`src/rtl/sweep_pkg.sv`:
```
package sweep_pkg;
  typedef struct packed {
    logic stepUp;     // add the rising delta this cycle
    logic stepDown;   // subtract the falling delta this cycle
    logic clearPark;  // rising profile edge: release a no-dwell park
  } sweepStrb_t;
endpackage

```
`src/rtl/sweep_ctrl.sv`:
```
module sweep_ctrl
  import sweep_pkg::*;
#(
  parameter int RATE_W = 8,
  parameter int SYNC_STAGES = 2
) (
  input  logic              clk,
  input  logic              rstN,
  input  logic              profilePin,
  input  logic              ioUpdate,
  input  logic              sweepEn,
  input  logic              noDwell,
  input  logic              timerReload,
  input  logic [RATE_W-1:0] riseRate,
  input  logic [RATE_W-1:0] fallRate,
  output sweepStrb_t        strb,
  output logic [RATE_W-1:0] timerCnt
);
  localparam logic [RATE_W-1:0] ONE = RATE_W'(1);

  logic [SYNC_STAGES-1:0] syncQ;
  logic profLvl, profPrev;
  logic riseEdge, fallEdge, loadReq, expire;
  logic [RATE_W-1:0] rateSel;

  assign profLvl  = syncQ[SYNC_STAGES-1];
  assign riseEdge = profLvl & ~profPrev;
  assign fallEdge = ~profLvl & profPrev;
  assign rateSel  = profLvl ? riseRate : fallRate;
  assign loadReq  = sweepEn & (riseEdge | fallEdge | (ioUpdate & timerReload));
  assign expire   = sweepEn & ~loadReq & (timerCnt <= ONE);

  always_ff @(posedge clk or negedge rstN) begin
    if (!rstN) begin
      syncQ    <= '0;
      profPrev <= 1'b0;
    end else begin
      syncQ    <= {syncQ[SYNC_STAGES-2:0], profilePin};
      profPrev <= profLvl;
    end
  end

  always_ff @(posedge clk or negedge rstN) begin
    if (!rstN)                 timerCnt <= '0;
    else if (!sweepEn)         timerCnt <= '0;
    else if (loadReq | expire) timerCnt <= rateSel;
    else                       timerCnt <= timerCnt - ONE;
  end

  always_comb begin
    strb.stepUp    = expire & profLvl;
    strb.stepDown  = expire & ~profLvl & ~noDwell;
    strb.clearPark = riseEdge;
  end
endmodule

```
`src/rtl/sweep_dpath.sv`:
```
module sweep_dpath
  import sweep_pkg::*;
#(
  parameter int WORD_W = 32
) (
  input  logic              clk,
  input  logic              rstN,
  input  logic              sweepEn,
  input  logic              noDwell,
  input  sweepStrb_t        strb,
  input  logic [WORD_W-1:0] startLimit,
  input  logic [WORD_W-1:0] endLimit,
  input  logic [WORD_W-1:0] riseDelta,
  input  logic [WORD_W-1:0] fallDelta,
  output logic [WORD_W-1:0] sweepWord,
  output logic              running,
  output logic              parked
);
  logic [WORD_W-1:0] acc;
  logic [WORD_W:0]   upSum;
  logic [WORD_W-1:0] aboveStart;
  logic              hitEnd, hitStart;

  assign upSum      = {1'b0, acc} + {1'b0, riseDelta};
  assign aboveStart = acc - startLimit;
  assign hitEnd     = upSum >= {1'b0, endLimit};
  assign hitStart   = (acc <= startLimit) || (aboveStart <= fallDelta);

  always_ff @(posedge clk or negedge rstN) begin
    if (!rstN) begin
      acc     <= '0;
      parked  <= 1'b0;
      running <= 1'b0;
    end else begin
      running <= sweepEn;
      if (!sweepEn || !running) begin
        acc    <= startLimit;
        parked <= 1'b0;
      end else begin
        if (strb.clearPark) parked <= 1'b0;
        if (strb.stepUp && !parked) begin
          if (hitEnd) begin
            if (noDwell) begin
              acc    <= startLimit;
              parked <= 1'b1;
            end else begin
              acc <= endLimit;
            end
          end else begin
            acc <= upSum[WORD_W-1:0];
          end
        end else if (strb.stepDown) begin
          acc <= hitStart ? startLimit : acc - fallDelta;
        end
      end
    end
  end

  assign sweepWord = (running && sweepEn) ? acc : startLimit;
endmodule

```
`src/rtl/lin_sweep_gen.sv`:
```
module lin_sweep_gen
  import sweep_pkg::*;
#(
  parameter int WORD_W = 32,
  parameter int RATE_W = 8,
  parameter int SYNC_STAGES = 2
) (
  input  logic              clk,
  input  logic              rstN,
  input  logic              profilePin,
  input  logic              ioUpdate,
  input  logic              sweepEn,
  input  logic              noDwell,
  input  logic              timerReload,
  input  logic [WORD_W-1:0] startLimit,
  input  logic [WORD_W-1:0] endLimit,
  input  logic [WORD_W-1:0] riseDelta,
  input  logic [WORD_W-1:0] fallDelta,
  input  logic [RATE_W-1:0] riseRate,
  input  logic [RATE_W-1:0] fallRate,
  output logic [WORD_W-1:0] sweepWord
);
  sweepStrb_t        strb;
  logic [RATE_W-1:0] timerCnt;
  logic              running, parked;

  sweep_ctrl #(.RATE_W(RATE_W), .SYNC_STAGES(SYNC_STAGES)) u_ctrl (
    .clk(clk), .rstN(rstN), .profilePin(profilePin), .ioUpdate(ioUpdate),
    .sweepEn(sweepEn), .noDwell(noDwell), .timerReload(timerReload),
    .riseRate(riseRate), .fallRate(fallRate), .strb(strb), .timerCnt(timerCnt)
  );

  sweep_dpath #(.WORD_W(WORD_W)) u_dpath (
    .clk(clk), .rstN(rstN), .sweepEn(sweepEn), .noDwell(noDwell), .strb(strb),
    .startLimit(startLimit), .endLimit(endLimit), .riseDelta(riseDelta),
    .fallDelta(fallDelta), .sweepWord(sweepWord), .running(running), .parked(parked)
  );
endmodule

```
`config.mk`:
```
export PLATFORM = sky130hd
export DESIGN_NAME = lin_sweep_gen
export DESIGN_NICKNAME = d
export VERILOG_FILES = /design/src/rtl/sweep_pkg.sv /design/src/rtl/sweep_ctrl.sv /design/src/rtl/sweep_dpath.sv /design/src/rtl/lin_sweep_gen.sv
export SDC_FILE = /design/constraint.sdc
export NUM_CORES = 1
export LEC_CHECK = 0
export ABC_AREA = 0
export BUFFER_PORTS_ARGS = -buffer_cell sky130_fd_sc_hd__buf_2
export CORE_MARGIN = 5
export CORE_UTILIZATION = 32
export CTS_BUF_LIST = sky130_fd_sc_hd__clkbuf_16
export CTS_CLUSTER_SIZE = 25
export DETAILED_ROUTE_END_ITERATION = 10
export GPL_ROUTABILITY_DRIVEN = 0
export PLACE_DENSITY = 0.47
export SETUP_SLACK_MARGIN = 0.5
export SYNTH_ARGS = -nofsm -noshare
export SYNTH_HDL_FRONTEND = slang
export SYNTH_SLANG_ARGS = --single-unit
```
`constraint.sdc`:
```
create_clock -name clk -period 10 [get_ports clk]
set_clock_uncertainty 0.15 [all_clocks]
set_input_delay 0.5 -clock clk [delete_from_list [all_inputs] [get_ports clk]]
set_output_delay 0.5 -clock clk [all_outputs]
set_load 0.05 [all_outputs]
```
==> impl_results.html <==
<table>
<tr><th>Metric</th><th>Value</th></tr>
<tr><th colspan="2">Power and ir drop</th></tr>
<tr><td>Worst voltage drop across the vdd grid</td><td>0.0000740 V</td></tr>
<tr><td>Post-route total power</td><td>approximately 1.8 mW</td></tr>
<tr><td>Switching portion of total power</td><td>0.525</td></tr>
<tr><td>Static Leak</td><td>5.57 nW</td></tr>
<tr><td>Fraction of power consumed by sequential logic</td><td>0.150</td></tr>
<tr><td>Cell-internal power</td><td>between 800 and 900 uW</td></tr>
<tr><td>PD cells</td><td>156 nW/um2</td></tr>
<tr><td>Share of power burned in the clock network</td><td>0.112</td></tr>
<tr><td>Net switching component of the power</td><td>924 uW</td></tr>
<tr><td>Logic gate share of total power</td><td>0.738</td></tr>
<tr><th colspan="2">Setup path</th></tr>
<tr><td>Family with the most delay on the worst path</td><td>compound AO/OA/AOI/OAI gates</td></tr>
<tr><td>Worst setup path class</td><td>reg2reg</td></tr>
<tr><td>CP endpoint kind</td><td>flip-flop</td></tr>
<tr><td>Chain of cells forming the critical path</td><td>inv_1 -&gt; fa_1 -&gt; inv_1 -&gt; a21oi_1 -&gt; o211ai_1 -&gt; a211oi_1 -&gt; o21bai_1 -&gt; a32oi_1 -&gt; a21oi_1 -&gt; a21oi_1 -&gt; o21ai_0 -&gt; xor2_1 -&gt; ha_1 -&gt; nand4_1 -&gt; nor3_1 -&gt; nand4_1 -&gt; o31ai_1 -&gt; a21oi_2 -&gt; o21ai_2 -&gt; nor2_1 -&gt; a2111o_1</td></tr>
<tr><td>Cell type with the highest occurrence count on the critical path</td><td>sky130_fd_sc_hd__a21oi_1</td></tr>
<tr><td>Critical register-to-register path endpoint</td><td>u_dpath.acc[17]</td></tr>
<tr><td>Worst EP required</td><td>10,030 ps</td></tr>
<tr><td>Critical path startpoint category</td><td>flip-flop</td></tr>
<tr><td>Worst endpoint data arrival time</td><td>6600 ps</td></tr>
<tr><td>Maximum fanout count along the critical path</td><td>16</td></tr>
<tr><td>Largest stage delay, worst path</td><td>just under 700 ps</td></tr>
<tr><td>Depth of the worst register-to-register path</td><td>21</td></tr>
<tr><td>Crit path max-delay cell type</td><td>sky130_fd_sc_hd__o31ai_1</td></tr>
<tr><td>Reg2reg setup slack</td><td>3420 ps</td></tr>
<tr><td>Worst R2R Start</td><td>u_dpath.acc[1]</td></tr>
<tr><td>Buf/Inv on CP</td><td>2</td></tr>
<tr><th colspan="2">Place</th></tr>
<tr><td>Post-placement cell area</td><td>11,200 um2</td></tr>
<tr><td>Half-perimeter wire length after detailed placement</td><td>33.0 mm</td></tr>
<tr><td>Worst slack, placed</td><td>3340 ps</td></tr>
<tr><td>Cell count after placement</td><td>1,884</td></tr>
<tr><td>Port Buffers</td><td>between 150 and 200</td></tr>
<tr><th colspan="2">STA</th></tr>
<tr><td>Minimum clock period after layout</td><td>6580 ps</td></tr>
<tr><td>Number of slew-limit violations in the final report</td><td>0</td></tr>
<tr><td>Slack of the critical path</td><td>3420 ps</td></tr>
<tr><td>Total count of hold-check failures in the final report</td><td>0</td></tr>
<tr><td>Fmax</td><td>0.152 GHz</td></tr>
<tr><td>Final setup vio count</td><td>0</td></tr>
<tr><td>Setup_tns</td><td>0 ps</td></tr>
<tr><td>Slew at the pin with the worst max-slew slack</td><td>738 ps</td></tr>
<tr><td>Worst hold slack</td><td>between 150 and 200 ps</td></tr>
<tr><td>RSZ-0062 raised after global routing</td><td>no</td></tr>
<tr><td>Share of the cycle needed by the critical path after routing</td><td>0.658</td></tr>
<tr><td>Worst slew margin relative to its limit</td><td>0.504</td></tr>
<tr><th colspan="2">Floorplanning</th></tr>
<tr><td>Die outline height</td><td>185 um</td></tr>
<tr><td>Overall die width</td><td>185 um</td></tr>
<tr><td>Starting Density</td><td>0.323</td></tr>
<tr><td>Placeable Area</td><td>30,500 um2</td></tr>
<tr><td>Number of rows created at floorplan</td><td>64</td></tr>
<tr><td>Die area</td><td>about 34,000 um2</td></tr>
<tr><td>Boundary Pins</td><td>183</td></tr>
<tr><th colspan="2">Route</th></tr>
<tr><td>Via total after detailed routing</td><td>approximately 10,000</td></tr>
<tr><td>DRC violations left</td><td>0</td></tr>
<tr><td>TritonRoute pass-1 iters</td><td>5</td></tr>
<tr><td>Aggregate routed wire length</td><td>38.2 mm</td></tr>
<tr><td>Drt first-iter violations</td><td>659</td></tr>
<tr><td>Detail-routed net length per standard cell</td><td>20.2 um</td></tr>
<tr><td>Via density per instance</td><td>5.53</td></tr>
<tr><td>Antenna viol nets, final</td><td>0</td></tr>
<tr><th colspan="2">Finish</th></tr>
<tr><td>Final std cells w/o fill</td><td>1,891</td></tr>
<tr><td>Final core utilization</td><td>0.371</td></tr>
<tr><td>Fin area</td><td>11,300 um2</td></tr>
<tr><td>Layout overhead on the synthesized area</td><td>15.0%</td></tr>
<tr><td>Top library cells by usage in the layout, fill and taps aside</td><td>sky130_fd_sc_hd__buf_2, sky130_fd_sc_hd__ha_1, sky130_fd_sc_hd__nand2_1, sky130_fd_sc_hd__inv_1, sky130_fd_sc_hd__a21oi_1</td></tr>
<tr><td>Net count of the finished layout</td><td>~1,800</td></tr>
<tr><td>Proportion of layout cells with a drive suffix above 1</td><td>0.150</td></tr>
<tr><td>Leading cell type in the layout, fill and taps excluded</td><td>sky130_fd_sc_hd__buf_2</td></tr>
<tr><td>Ant. Diodes</td><td>0</td></tr>
<tr><th colspan="2">Synthesis</th></tr>
<tr><td>Post-Synthesis Mean Instance Area</td><td>7.38 um2</td></tr>
<tr><td>Fraction of synthesized cell area taken by the top area cell type</td><td>0.206</td></tr>
<tr><td>Async set-reset flop share out of synthesis</td><td>1.00</td></tr>
<tr><td>Biggest area consumer among synthesized cells</td><td>sky130_fd_sc_hd__ha_1</td></tr>
<tr><td>Share of the yosys chip area belonging to registers</td><td>0.114</td></tr>
<tr><td>YS warnings</td><td>0</td></tr>
<tr><td>Register bit count reported by yosys</td><td>45</td></tr>
<tr><td>Most area-consuming cells after synthesis</td><td>sky130_fd_sc_hd__ha_1, sky130_fd_sc_hd__dfrtp_1, sky130_fd_sc_hd__a21oi_1</td></tr>
<tr><td>Post-Synthesis Net Count</td><td>1,649</td></tr>
<tr><td>Mapped Area</td><td>around 10000 um2</td></tr>
<tr><td>Number of distinct library cells after synthesis</td><td>about 80</td></tr>
<tr><td>Number of enable flip-flop cells after synthesis</td><td>0</td></tr>
<tr><td>Count of mapped cells out of synthesis</td><td>between 1,000 and 1,500</td></tr>
<tr><td>Main flop type after synthesis</td><td>sky130_fd_sc_hd__dfrtp_1</td></tr>
<tr><th colspan="2">Flow run</th></tr>
<tr><td>Max-cap violations</td><td>0</td></tr>
<tr><th colspan="2">CTS</th></tr>
<tr><td>Max Root-Sink Buffers</td><td>2</td></tr>
<tr><td>Clock slew at the register clock pins of the worst setup and hold paths</td><td>70 ps</td></tr>
<tr><td>Number of CTS-inserted buffers</td><td>5</td></tr>
<tr><td>Clock tree from TritonCTS</td><td>yes</td></tr>
<tr><td>Number of buffers inserted by hold repair at cts</td><td>0</td></tr>
<tr><td>Buffers inserted during post-CTS setup optimization</td><td>0</td></tr>
<tr><td>Master cell of the clock root buffer</td><td>sky130_fd_sc_hd__clkbuf_16</td></tr>
<tr><td>Clock latency at the later pin of the worst-skew pair</td><td>300 ps</td></tr>
<tr><td>H-tree levels</td><td>2</td></tr>
<tr><td>Clock tree sinks</td><td>45</td></tr>
<tr><td>Number of cells upsized or downsized after cts</td><td>0</td></tr>
<tr><th colspan="2">Global route</th></tr>
<tr><td>Pin count of the biggest net entering global routing</td><td>74</td></tr>
<tr><td>Gr ovfl total</td><td>0</td></tr>
<tr><td>Global-route wire length before repair</td><td>57.7 mm</td></tr>
<tr><td>Antenna violations before repair</td><td>0</td></tr>
<tr><td>Vias in the first global route</td><td>10,200</td></tr>
<tr><td>Global-route total usage across every layer</td><td>0.215</td></tr>
<tr><th colspan="2">Min path</th></tr>
<tr><td>Class of the most critical hold timing path</td><td>in2async</td></tr>
<tr><th colspan="2">Outcome</th></tr>
<tr><td>Status</td><td>complete, no violations</td></tr>
</table>
final cells by class:
cell class	count	area (um2)
Clock buffer	5	125
Clock inverter	2	35.0
Fill cell	3318	19200
Inverter	117	439
Multi-Input combinational cell	1137	8140
Sequential cell	45	1130
Tap cell	396	495
Timing Repair Buffer	189	963
power groups by stage:
stage / clock [mW] / sequential (mW) / combinational, mW
final: 0.198 / 0.265 / 1.30
after global routing: 0.208 / 0.268 / 1.44
after CTS: 0.200 / 0.262 / 1.29
after detailed placement: 0 / 0.266 / 1.28
after global placement: 0 / 0.266 / 1.28
after floorplan: 0 / 0.236 / 0.965
cell usage after synthesis (all sizes together), types with 26 or more instances:
cell / instances
ha: 162
nand2: 145
inv: 117
a21oi: 115
o21ai: 109
nor2: 82
xnor2: 57
dfrtp: 45
a21o: 42
xor2: 33
o211ai: 31
nand3: 28
nor3: 26
kinds of logic after synthesis:
kind of cell | count (synthesis) | share of synthesized area
flops | 45 | 0.114
simple gates | 388 | 0.189
compound gates | 472 | 0.322
buf+inv | 151 | 0.0593
xor+xnor | 90 | 0.0801
fa+ha+maj | 165 | 0.212
mux | 22 | 0.0225
layer usage:
layer	track usage	vias up	wire length, um
li1	-	5256	-
met4	0.0461	0	696
met3	0.0240	35	2160
met1	0.307	4822	18300
met5	0	-	0
met2	0.350	345	17000
state kept, by name, summed over array words and instances, names as in the netlist:
signal and flops:
u_ctrl.timerCnt 8, u_dpath.parked 1, u_ctrl.syncQ 2, u_ctrl.profPrev 1, u_dpath.running 1, u_dpath.acc 32
worst register-to-register path: cells and delay by family, from the launching register on:
family / cells / cell delay, ps
AO/OA/AOI/OAI: 12 / 3850
AND/OR/NAND/NOR: 4 / 830
adder cells (fa/ha/maj): 2 / 750
flip-flops: 1 / 550
buffers and inverters: 2 / 230
XOR/XNOR: 1 / 110
how the worst max path moves through the flow:
stage / start / end / slack [ps] / cells past startpoint
after floorplan: startLimit[5] / u_dpath.acc[17] / 4680 / 23
after global placement: startLimit[0] / u_dpath.acc[17] / 3400 / 22
after detailed placement: startLimit[0] / u_dpath.acc[17] / 3340 / 22
after CTS: u_dpath.acc[1] / u_dpath.acc[17] / 3440 / 21
after global routing: u_dpath.acc[1] / u_dpath.acc[17] / 2960 / 21
final: u_dpath.acc[1] / u_dpath.acc[17] / 3420 / 21
No activity file was read; power rests on OpenSTA's default activity.
